<file path="config.mk">
export PLATFORM = sky130hd
export DESIGN_NAME = cfg_port
export DESIGN_NICKNAME = d
export VERILOG_FILES = /design/src/rtl/cfgp_pkg.sv /design/src/rtl/cfg_key_lock.sv /design/src/rtl/cfg_global_file.sv /design/src/rtl/cfg_bank_file.sv /design/src/rtl/cfg_port.sv
export SDC_FILE = /design/constraint.sdc
export NUM_CORES = 1
export LEC_CHECK = 0
export CORE_ASPECT_RATIO = 0.75
export CORE_MARGIN = 2
export CORE_UTILIZATION = 41
export DETAILED_ROUTE_END_ITERATION = 10
export PLACE_DENSITY = 0.81
export REMOVE_ABC_BUFFERS = 1
export SLEW_MARGIN = 15
export SYNTH_ARGS = -nofsm -noshare
export SYNTH_HDL_FRONTEND = slang
export SYNTH_SLANG_ARGS = --single-unit
</file>
<file path="constraint.sdc">
create_clock -name clk -period 2.32 [get_ports clk]
set_input_delay 0.58 -clock clk [delete_from_list [all_inputs] [get_ports clk]]
set_output_delay 0.58 -clock clk [all_outputs]
set_load 0.02 [all_outputs]
</file>
<file path="src/rtl/cfgp_pkg.sv">
package cfgp_pkg;
    localparam logic [7:0] KEY_ENTER   = 8'h87;
    localparam logic [7:0] KEY_EXIT    = 8'hAA;
    localparam logic [7:0] REG_DEVSEL  = 8'h07;
    localparam logic [7:0] REG_ID      = 8'h20;
    localparam logic [7:0] REG_REV     = 8'h21;
    localparam logic [7:0] REG_STRAP   = 8'h26;
    localparam logic [7:0] REG_ACT     = 8'h30;
    localparam int         STRAP_BIT   = 6;
    localparam logic       PORT_INDEX  = 1'b0;
    localparam logic       PORT_DATA   = 1'b1;
    localparam logic [7:0] IDLE_RDATA  = 8'hFF;

    typedef enum logic [1:0] {
        LK_LOCKED = 2'd0,
        LK_HALF   = 2'd1,
        LK_OPEN   = 2'd2
    } lock_state_e;

    typedef struct packed {
        logic       wr;
        logic       rd;
        logic [7:0] idx;
        logic [7:0] wdata;
    } cfg_acc_t;

    function automatic logic is_bank_reg(input logic [7:0] idx);
        return idx >= REG_ACT;
    endfunction

    function automatic logic is_fn_reg(input logic [7:0] idx);
        return idx > REG_ACT;
    endfunction
endpackage

</file>
<file path="src/rtl/cfg_key_lock.sv">
module cfg_key_lock
    import cfgp_pkg::*;
(
    input  logic       clk,
    input  logic       rst,
    input  logic       idx_wr,
    input  logic [7:0] wdata,
    output logic       unlocked,
    output logic       key_half
);
    lock_state_e state_q, state_d;

    always_comb begin
        state_d = state_q;
        if (idx_wr) begin
            unique case (state_q)
                LK_LOCKED: state_d = (wdata == KEY_ENTER) ? LK_HALF : LK_LOCKED;
                LK_HALF:   state_d = (wdata == KEY_ENTER) ? LK_OPEN : LK_LOCKED;
                LK_OPEN:   state_d = (wdata == KEY_EXIT)  ? LK_LOCKED : LK_OPEN;
                default:   state_d = LK_LOCKED;
            endcase
        end
    end

    always_ff @(posedge clk) begin
        if (rst) state_q <= LK_LOCKED;
        else     state_q <= state_d;
    end

    assign unlocked = (state_q == LK_OPEN);
    assign key_half = (state_q == LK_HALF);
endmodule

</file>
<file path="src/rtl/cfg_global_file.sv">
module cfg_global_file
    import cfgp_pkg::*;
#(
    parameter logic [7:0] DEV_ID  = 8'h52,
    parameter logic [7:0] DEV_REV = 8'h17
) (
    input  logic       clk,
    input  logic       rst,
    input  cfg_acc_t   acc,
    input  logic       strap_base_hi,
    output logic [7:0] devsel,
    output logic [7:0] g_rdata
);
    logic [7:0] devsel_q;

    always_ff @(posedge clk) begin
        if (rst)                                 devsel_q <= 8'h00;
        else if (acc.wr && acc.idx == REG_DEVSEL) devsel_q <= acc.wdata;
    end

    always_comb begin
        g_rdata = 8'h00;
        unique case (acc.idx)
            REG_DEVSEL: g_rdata = devsel_q;
            REG_ID:     g_rdata = DEV_ID;
            REG_REV:    g_rdata = DEV_REV;
            REG_STRAP:  g_rdata[STRAP_BIT] = strap_base_hi;
            default:    g_rdata = 8'h00;
        endcase
    end

    assign devsel = devsel_q;
endmodule

</file>
<file path="src/rtl/cfg_bank_file.sv">
module cfg_bank_file
    import cfgp_pkg::*;
#(
    parameter int NUM_DEV = 4
) (
    input  logic                 clk,
    input  logic                 rst,
    input  cfg_acc_t             acc,
    input  logic [7:0]           devsel,
    input  logic [8*NUM_DEV-1:0] fn_rdata,
    output logic [NUM_DEV-1:0]   active,
    output logic                 fn_wr,
    output logic                 fn_rd,
    output logic [7:0]           bank_rdata
);
    localparam logic [8:0] DEV_LIMIT = 9'(NUM_DEV);

    logic in_range;
    logic act_wr;
    logic [NUM_DEV-1:0] act_q;

    assign in_range = {1'b0, devsel} < DEV_LIMIT;
    assign act_wr   = acc.wr && acc.idx == REG_ACT && in_range;

    for (genvar d = 0; d < NUM_DEV; d++) begin : g_dev
        always_ff @(posedge clk) begin
            if (rst)                                act_q[d] <= 1'b0;
            else if (act_wr && devsel == 8'(d))     act_q[d] <= acc.wdata[0];
        end
    end

    assign fn_wr  = acc.wr && is_fn_reg(acc.idx) && in_range;
    assign fn_rd  = acc.rd && is_fn_reg(acc.idx) && in_range;
    assign active = act_q;

    always_comb begin
        bank_rdata = IDLE_RDATA;
        for (int d = 0; d < NUM_DEV; d++) begin
            if (devsel == 8'(d)) begin
                if (acc.idx == REG_ACT) bank_rdata = {7'b0, act_q[d]};
                else                    bank_rdata = fn_rdata[d*8 +: 8];
            end
        end
    end
endmodule

</file>
<file path="src/rtl/cfg_port.sv">
module cfg_port
    import cfgp_pkg::*;
#(
    parameter int         NUM_DEV = 4,
    parameter logic [7:0] DEV_ID  = 8'h52,
    parameter logic [7:0] DEV_REV = 8'h17,
    localparam int        DEV_W   = (NUM_DEV > 1) ? $clog2(NUM_DEV) : 1
) (
    input  logic                 clk,
    input  logic                 rst,
    input  logic                 bus_addr,
    input  logic                 bus_wr,
    input  logic                 bus_rd,
    input  logic [7:0]           bus_wdata,
    output logic [7:0]           bus_rdata,
    input  logic                 strap_base_hi,
    output logic [DEV_W-1:0]     fn_bank,
    output logic [7:0]           fn_index,
    output logic                 fn_wr,
    output logic                 fn_rd,
    output logic [7:0]           fn_wdata,
    input  logic [8*NUM_DEV-1:0] fn_rdata,
    output logic [NUM_DEV-1:0]   fn_active
);
    logic       idx_wr;
    logic       unlocked;
    logic       key_half;
    logic [7:0] index_q;
    logic [7:0] devsel;
    logic [7:0] g_rdata;
    logic [7:0] bank_rdata;
    cfg_acc_t   acc;

    assign idx_wr = bus_wr && bus_addr == PORT_INDEX;

    cfg_key_lock u_lock (
        .clk      (clk),
        .rst      (rst),
        .idx_wr   (idx_wr),
        .wdata    (bus_wdata),
        .unlocked (unlocked),
        .key_half (key_half)
    );

    always_ff @(posedge clk) begin
        if (rst)
            index_q <= 8'h00;
        else if (unlocked && idx_wr && bus_wdata != KEY_EXIT)
            index_q <= bus_wdata;
    end

    always_comb begin
        acc.wr    = unlocked && bus_wr && bus_addr == PORT_DATA;
        acc.rd    = unlocked && bus_rd && bus_addr == PORT_DATA;
        acc.idx   = index_q;
        acc.wdata = bus_wdata;
    end

    cfg_global_file #(.DEV_ID(DEV_ID), .DEV_REV(DEV_REV)) u_glob (
        .clk           (clk),
        .rst           (rst),
        .acc           (acc),
        .strap_base_hi (strap_base_hi),
        .devsel        (devsel),
        .g_rdata       (g_rdata)
    );

    cfg_bank_file #(.NUM_DEV(NUM_DEV)) u_bank (
        .clk        (clk),
        .rst        (rst),
        .acc        (acc),
        .devsel     (devsel),
        .fn_rdata   (fn_rdata),
        .active     (fn_active),
        .fn_wr      (fn_wr),
        .fn_rd      (fn_rd),
        .bank_rdata (bank_rdata)
    );

    always_comb begin
        if (!unlocked)                  bus_rdata = IDLE_RDATA;
        else if (bus_addr == PORT_INDEX) bus_rdata = index_q;
        else if (is_bank_reg(index_q))  bus_rdata = bank_rdata;
        else                            bus_rdata = g_rdata;
    end

    assign fn_bank  = devsel[DEV_W-1:0];
    assign fn_index = index_q;
    assign fn_wdata = bus_wdata;
endmodule

</file>
* Word level (Yosys, flattened, before mapping) *
Cells that the tools add are included.

cells by class
  eq/ne operators = 13
  mux-type cells = 18
  magnitude comparators = 3
  reductions and logical operators = 20
  bitwise gates (word level) = 1

operators with widths
  operator                                                           count
  two-way mux 8 bit                                                  11
  equality test 8 x 6 -> 1 bit, second input constant                4
  logical AND 1 bit                                                  18
  one-hot mux 6 bit (3 select lines)                                 1
  equality test 8 x 2 -> 1 bit, second input constant                2
  equality test 8 bit, second input constant                         2
  equality test 8 x 1 -> 1 bit, second input constant                1
  equality test 8 x 3 -> 1 bit, second input constant                1
  greater-or-equal comparator 8 x 6 -> 1 bit, second input constant  1
  greater-than comparator 8 x 6 -> 1 bit, second input constant      1
  logical NOT 8 bit                                                  1
  less-than comparator 8 x 3 -> 1 bit, second input constant         1
  != test 8 bit, second input constant                               1
  one-hot mux 2 bit (3 select lines)                                 1
  two-way mux 2 bit                                                  2
  one-hot mux 1 bit (3 select lines)                                 1
  equality test 2 x 1 -> 1 bit, second input constant                1
  equality test 2 bit, second input constant                         1
  logical NOT 2 bit                                                  1
  two-way mux 1 bit                                                  2
  NOT 1 bit                                                          1

word-level totals
  output and inout bits = 32
  input port bits = 46
  word-level logic and storage cells = 62
  register bits = 22

* Logic depth before layout (Yosys ltp) *
  depth in word-level cells = 9
  gate-level depth with buffers = 6
  depth with buffers taken out = 5

* Modules after synthesis *
A second synthesis with hierarchy kept.

second synthesis, totals
  cell total of the unflattened synthesis = 233
  area total of the unflattened synthesis = 2010.7 um2

by module, submodules not included
  module           times used  cells an instance  area an instance (um2)  sequential area each (um2)
  cfg_port         1           85                 758.2                   160.2
  cfg_bank_file    1           74                 606.8                   80.1
  cfg_global_file  1           59                 513.0                   160.2
  cfg_key_lock     1           15                 132.6                   40.0

* Least setup slack after synthesis *
Ideal clock, no wire load.

  path kind = reg2out
  start point = reg index_q[4] (netlist: fn_index[4])
  end point = out bus_rdata[1]
  cell stages (with the launch flop) = 6
  required time = 1.740 ns
  arrival time = 1.729 ns
  setup slack = 0.011 ns
  cells stage by stage = dfxtp_1 nand2_1 o21a_1 nor3_1 a21oi_1 a31oi_1

on the way
  cells in the longest elaborated chain, start to end = 9

ends and longest elaborated chain
  element                         line                 text
  from (decl)                     cfg_port.sv:28       logic [7:0] index_q;
  from (signal assigned)          cfg_port.sv:49       index_q <= bus_wdata;
  equality test 8 x 6 -> 1 bit    cfg_bank_file.sv:40  if (acc.idx == REG_ACT) bank_rdata = {7'b0, act_q[d]};
  two-way mux 8 bit               cfg_bank_file.sv:40
  two-way mux 8 bit (4 in a row)  cfg_bank_file.sv:39  if (devsel == 8'(d)) begin
  two-way mux 8 bit (*)           cfg_port.sv:83       else if (is_bank_reg(index_q)) bus_rdata = bank_rdata;
  two-way mux 8 bit (*)           cfg_port.sv:82       else if (bus_addr == PORT_INDEX) bus_rdata = index_q;
  two-way mux 8 bit (*)           cfg_port.sv:81       if (!unlocked) bus_rdata = IDLE_RDATA;
  to (decl)                       cfg_port.sv:15       output logic [7:0] bus_rdata,

Mark *: on every way between the ends. The rest lies on a longest branch, timed or not.

* Worst setup path in the final report *
  start point = reg index_q[3] (netlist: fn_index[3])
  end point = out bus_rdata[2]

The elaborated chain is that of the path after synthesis.

==> impl_metrics.py <==
metrics = {
    "final_layout": {
        "layout.cells.most_common_list": "sky130_fd_sc_hd__buf_4 (74), sky130_fd_sc_hd__clkdlybuf4s50_1 (55), sky130_fd_sc_hd__nor2_1 (32)",
        "commonest_non_fill_non_tap_cell_in_the_layout": "sky130_fd_sc_hd__buf_4",
        "final_layout_size_suffix_gt1_frac": 0.388,
        "final_nets": 374,
        "multiInputGateArea_sq_um": 1170,
        "n_fill_cell": 219,
        "insertedDiodeCount": 0,
        "core_utilization_of_the_finished_layout": 0.834,
        "area_taken_by_flip_flops_and_latches_sq_um": 453,
        "finish.instance_area_sq_um": 3090,
        "synthToLayoutAreaGrowth_pct": 92.0,
    },
    "floorplan": {
        "floorplan.initialDensity": 0.434,
        "floorplan_die_width_um": 76.4,
        "design.die.area_sq_um": 4450,
        "die_y_um": 58.3,
        "std_cell_rows": 19,
        "placeableCoreArea_sq_um": 3710,
        "number_of_primary_i_o_pins": 78,
    },
    "global_routing": {
        "gr-total-overflow": 0,
        "globalRouteTotalUtil": 0.301,
        "initial_antenna_violation_count": 0,
        "grt_start_max_net_pins": 23,
        "grt_pass1_wl_mm": 10.6,
        "grt_pass1_vias": 2194,
    },
    "setup_path": {
        "critical_path.reg2reg.startpoint": "u_glob.devsel[5]",
        "worstSetupPathType": "flip-flop to output port",
        "r2r_depth": 8,
        "critical_path_arrival_ns": 2.00,
        "rrSetupSlack_ns": 0.36,
        "critical_path.startpoint_type": "flip-flop",
        "setup.worst_path.end": "bus_rdata[2]",
        "regToRegEndpoint": "u_bank.active[0]",
        "timing.critical_path.to_type": "output port",
        "crit_start": "fn_index[3]",
        "path_max_fanout": 4,
        "cp_data_required_time_ns": 1.74,
    },
    "clock_network": {
        "cts-buffers-inserted": 3,
        "cts_htree_levels": 1,
        "cts.clk_slew.worst_paths_ns": 0.08,
        "cts.path.max_buffers": 2,
        "clock_latency_ns": 0.26,
        "clock-root-buffer": "sky130_fd_sc_hd__clkbuf_8",
        "cts_hold_buf": 0,
        "tritoncts_num_sinks": 22,
        "cts_tree": "done",
    },
    "run": {
        "maxCapViolations": 0,
    },
    "logic_synthesis": {
        "area_share_of_and_or_nand_nor_cells_after_synthesis": 0.268,
        "share_of_synthesized_cell_area_in_full_adder_half_adder_and_majority_cells": 0,
        "complex_gate_fraction_of_the_synthesized_area": 0.152,
        "seq_total_area_yosys": 0.274,
        "synth_cell_type_count": 42,
        "synth.yosys.warnings": 0,
        "post_synth_inst_count": 191,
        "synth_xor_xnor_area_share": 0,
        "synth_area_per_cell_sq_um": 8.43,
        "synth-seq-cells": 22,
        "synth_top_family_by_area": "simple AND/OR/NAND/NOR gates",
        "muxShareOfSynthArea": 0.229,
        "synth_area_sq_um": 1610,
    },
    "place": {
        "place.detailed.hpwl_mm": 4.50,
        "placed_cell_area_sq_um": 2850,
        "place.gp.congestion": 0.929,
        "placement.io_buffers": 77,
    },
    "route": {
        "vias": 2134,
        "antenna_violating_nets_post_route": 0,
        "average_wire_per_cell_in_the_routed_design_um": 17.9,
        "post_detailed_routing_wire_length_mm": 6.79,
        "met1_length_mm": 2.86,
        "route.met2.wl_mm": 3.19,
        "initialDrtViolationCount": 152,
        "maxUsedRoutingLayer": "met4",
        "met3_length_um": 559,
        "drtPass1Iterations": 4,
        "drc_errors": 0,
        "vias_per_cell": 5.63,
    },
    "power_and_ir_drop": {
        "power.ir.vdd_worst_mv": 0.293,
        "pd_cells_nw_per_um2": 260,
        "power_leakage_nw": 1.30,
    },
    "run_status": {
        "outcome": "finished, violations left",
        "violated_checks": "negative setup slack",
    },
    "timing": {
        "rsz0062_at_grt": "yes",
        "slew_limit_headroom": 0.701,
        "max_freq_mhz": 388,
        "worst_hold_slack_ns": 0.536,
        "period_share": 1.11,
        "fin_skew_ns": 0.00576,
        "setup_viol_count_final": 10,
        "report.final.slew_viol_count": 0,
        "finalHoldViolCount": 0,
        "worst-slew-pin-transition_ns": 0.445,
        "layout_min_cycle_time_ns": 2.58,
        "post-route-worst-setup-slack_ns": -0.258,
    },
    "hold_path": {
        "worst_hold_path_type": "flip-flop to flip-flop",
    },
}
critical path, stage by stage, from the launching register on:
cell                       delay (ns)
sky130_fd_sc_hd__dfxtp_4         0.39
sky130_fd_sc_hd__nor4_4          0.04
sky130_fd_sc_hd__buf_4           0.15
sky130_fd_sc_hd__buf_4           0.13
sky130_fd_sc_hd__o21a_4          0.22
sky130_fd_sc_hd__buf_6           0.12
sky130_fd_sc_hd__or2_4           0.24
sky130_fd_sc_hd__o221ai_2        0.15
sky130_fd_sc_hd__o22a_1          0.16
sky130_fd_sc_hd__buf_6           0.12
per-stage QoR:
stage	power (W)	worst slack (ns)	setup TNS, ns	std cells
floorplan	0.000400	-0.263	-0.665	172
global placement	0.000531	-0.871	-6.48	370
detailed placement	0.000534	-0.891	-6.99	370
CTS	0.000806	-0.242	-1.23	379
global route	0.000831	-0.353	-2.70	379
finish	0.000803	-0.258	-2.00	379
what timing repair did:
| action | CTS | global route |
|---|---|---|
| cloned | 0 | 0 |
| buffers inserted | 5 | 1 |
| endpoints found under the setup margin | 10 | 11 |
| resized for setup | 109 | 12 |
| pin swaps | 15 | 5 |
cell families (layout without fill, tap and decap cells):
group	count (synthesis)	count (layout)
buffers and inverters	22	158
flip-flops	22	22
multiplexers	31	31
AO/OA/AOI/OAI	35	35
AND/OR/NAND/NOR	81	81
how the worst min path moves through the flow:
stage | start | endpoint | slack, ns | depth (start not counted)
floorplan | u_glob.devsel[6] | u_glob.devsel[6] | 0.49 | 2
global placement | u_bank.active[2] | u_bank.active[2] | 0.50 | 2
detailed placement | u_bank.active[3] | u_bank.active[3] | 0.53 | 2
CTS | u_bank.active[3] | u_bank.active[3] | 0.54 | 2
global route | u_bank.active[2] | u_bank.active[2] | 0.57 | 2
finish | u_bank.active[2] | u_bank.active[2] | 0.54 | 2
area by class of cell:
class / count / area share
Inverter: 3 / 0.00364
Clock buffer: 4 / 0.0178
Sequential cell: 22 / 0.146
Multi-Input combinational cell: 147 / 0.378
Timing Repair Buffer: 151 / 0.433
Tap cell: 52 / 0.0210
per-layer routing:
metal,track usage,vias to the layer above
met5,0,-
met4,0.104,0
met3,0.0701,22
met2,0.532,127
met1,0.367,1016
li1,-,969
registers in the layout (all words and copies together) (netlist names):
name,count
u_glob.devsel,8
fn_index,8
u_bank.active,4
u_lock.state_q,2
synthesized netlist by cell type:
| master | n | area, sq um |
|---|---|---|
| sky130_fd_sc_hd__o21ai_0 | 4 | 20.0 |
| sky130_fd_sc_hd__buf_2 | 2 | 10.0 |
| sky130_fd_sc_hd__o32a_1 | 1 | 10.0 |
| sky130_fd_sc_hd__buf_1 | 1 | 3.75 |
| sky130_fd_sc_hd__mux2i_1 | 26 | 260 |
| sky130_fd_sc_hd__mux4_1 | 2 | 52.6 |
| sky130_fd_sc_hd__o22a_1 | 1 | 8.76 |
| sky130_fd_sc_hd__or2_1 | 1 | 6.26 |
| sky130_fd_sc_hd__nand3b_1 | 1 | 7.51 |
| sky130_fd_sc_hd__a31oi_1 | 5 | 31.3 |
| sky130_fd_sc_hd__nor4_1 | 4 | 25.0 |
| sky130_fd_sc_hd__inv_1 | 3 | 11.3 |
| sky130_fd_sc_hd__a41oi_1 | 1 | 8.76 |
| sky130_fd_sc_hd__mux2_2 | 1 | 11.3 |
| sky130_fd_sc_hd__nand2_1 | 16 | 60.1 |
| sky130_fd_sc_hd__a21oi_1 | 5 | 25.0 |
| sky130_fd_sc_hd__nand3_4 | 1 | 17.5 |
| sky130_fd_sc_hd__mux4_2 | 2 | 45.0 |
| sky130_fd_sc_hd__or2_2 | 1 | 6.26 |
| sky130_fd_sc_hd__nor2b_1 | 2 | 12.5 |
| sky130_fd_sc_hd__nand2b_1 | 1 | 6.26 |
| sky130_fd_sc_hd__dfxtp_1 | 22 | 440 |
| sky130_fd_sc_hd__o21a_1 | 3 | 22.5 |
| sky130_fd_sc_hd__nor3b_1 | 1 | 7.51 |
| sky130_fd_sc_hd__a21o_1 | 6 | 45.0 |
| sky130_fd_sc_hd__nor4_2 | 2 | 25.0 |
| sky130_fd_sc_hd__o221ai_1 | 1 | 8.76 |
| sky130_fd_sc_hd__buf_4 | 10 | 75.1 |
| sky130_fd_sc_hd__and3_2 | 1 | 7.51 |
| sky130_fd_sc_hd__a221oi_1 | 6 | 52.6 |
| sky130_fd_sc_hd__and4_1 | 1 | 8.76 |
| sky130_fd_sc_hd__clkbuf_1 | 5 | 18.8 |
| sky130_fd_sc_hd__and3b_1 | 2 | 17.5 |
| sky130_fd_sc_hd__clkbuf_2 | 1 | 5.00 |
| sky130_fd_sc_hd__nor3_1 | 3 | 15.0 |
| sky130_fd_sc_hd__o21ai_1 | 1 | 5.00 |
| sky130_fd_sc_hd__nand3_1 | 5 | 25.0 |
| sky130_fd_sc_hd__a211oi_1 | 1 | 7.51 |
| sky130_fd_sc_hd__nand4_4 | 1 | 21.3 |
| sky130_fd_sc_hd__nor2_2 | 1 | 6.26 |
| sky130_fd_sc_hd__nor2_1 | 36 | 135 |
| sky130_fd_sc_hd__nor4_4 | 1 | 21.3 |
power breakdown:
| part | leakage, nW | total (W) | switching [W] | internal, W |
|---|---|---|---|---|
| logic | 1.09 | 0.000148 | 0.0000524 | 0.0000958 |
| clock network | 0.0288 | 0.000280 | 0.000129 | 0.000151 |
| registers | 0.181 | 0.000375 | 0.0000000186 | 0.000375 |
| total | 1.30 | 0.000803 | 0.000181 | 0.000622 |
Note: power is estimated with default switching activity, not from simulation.
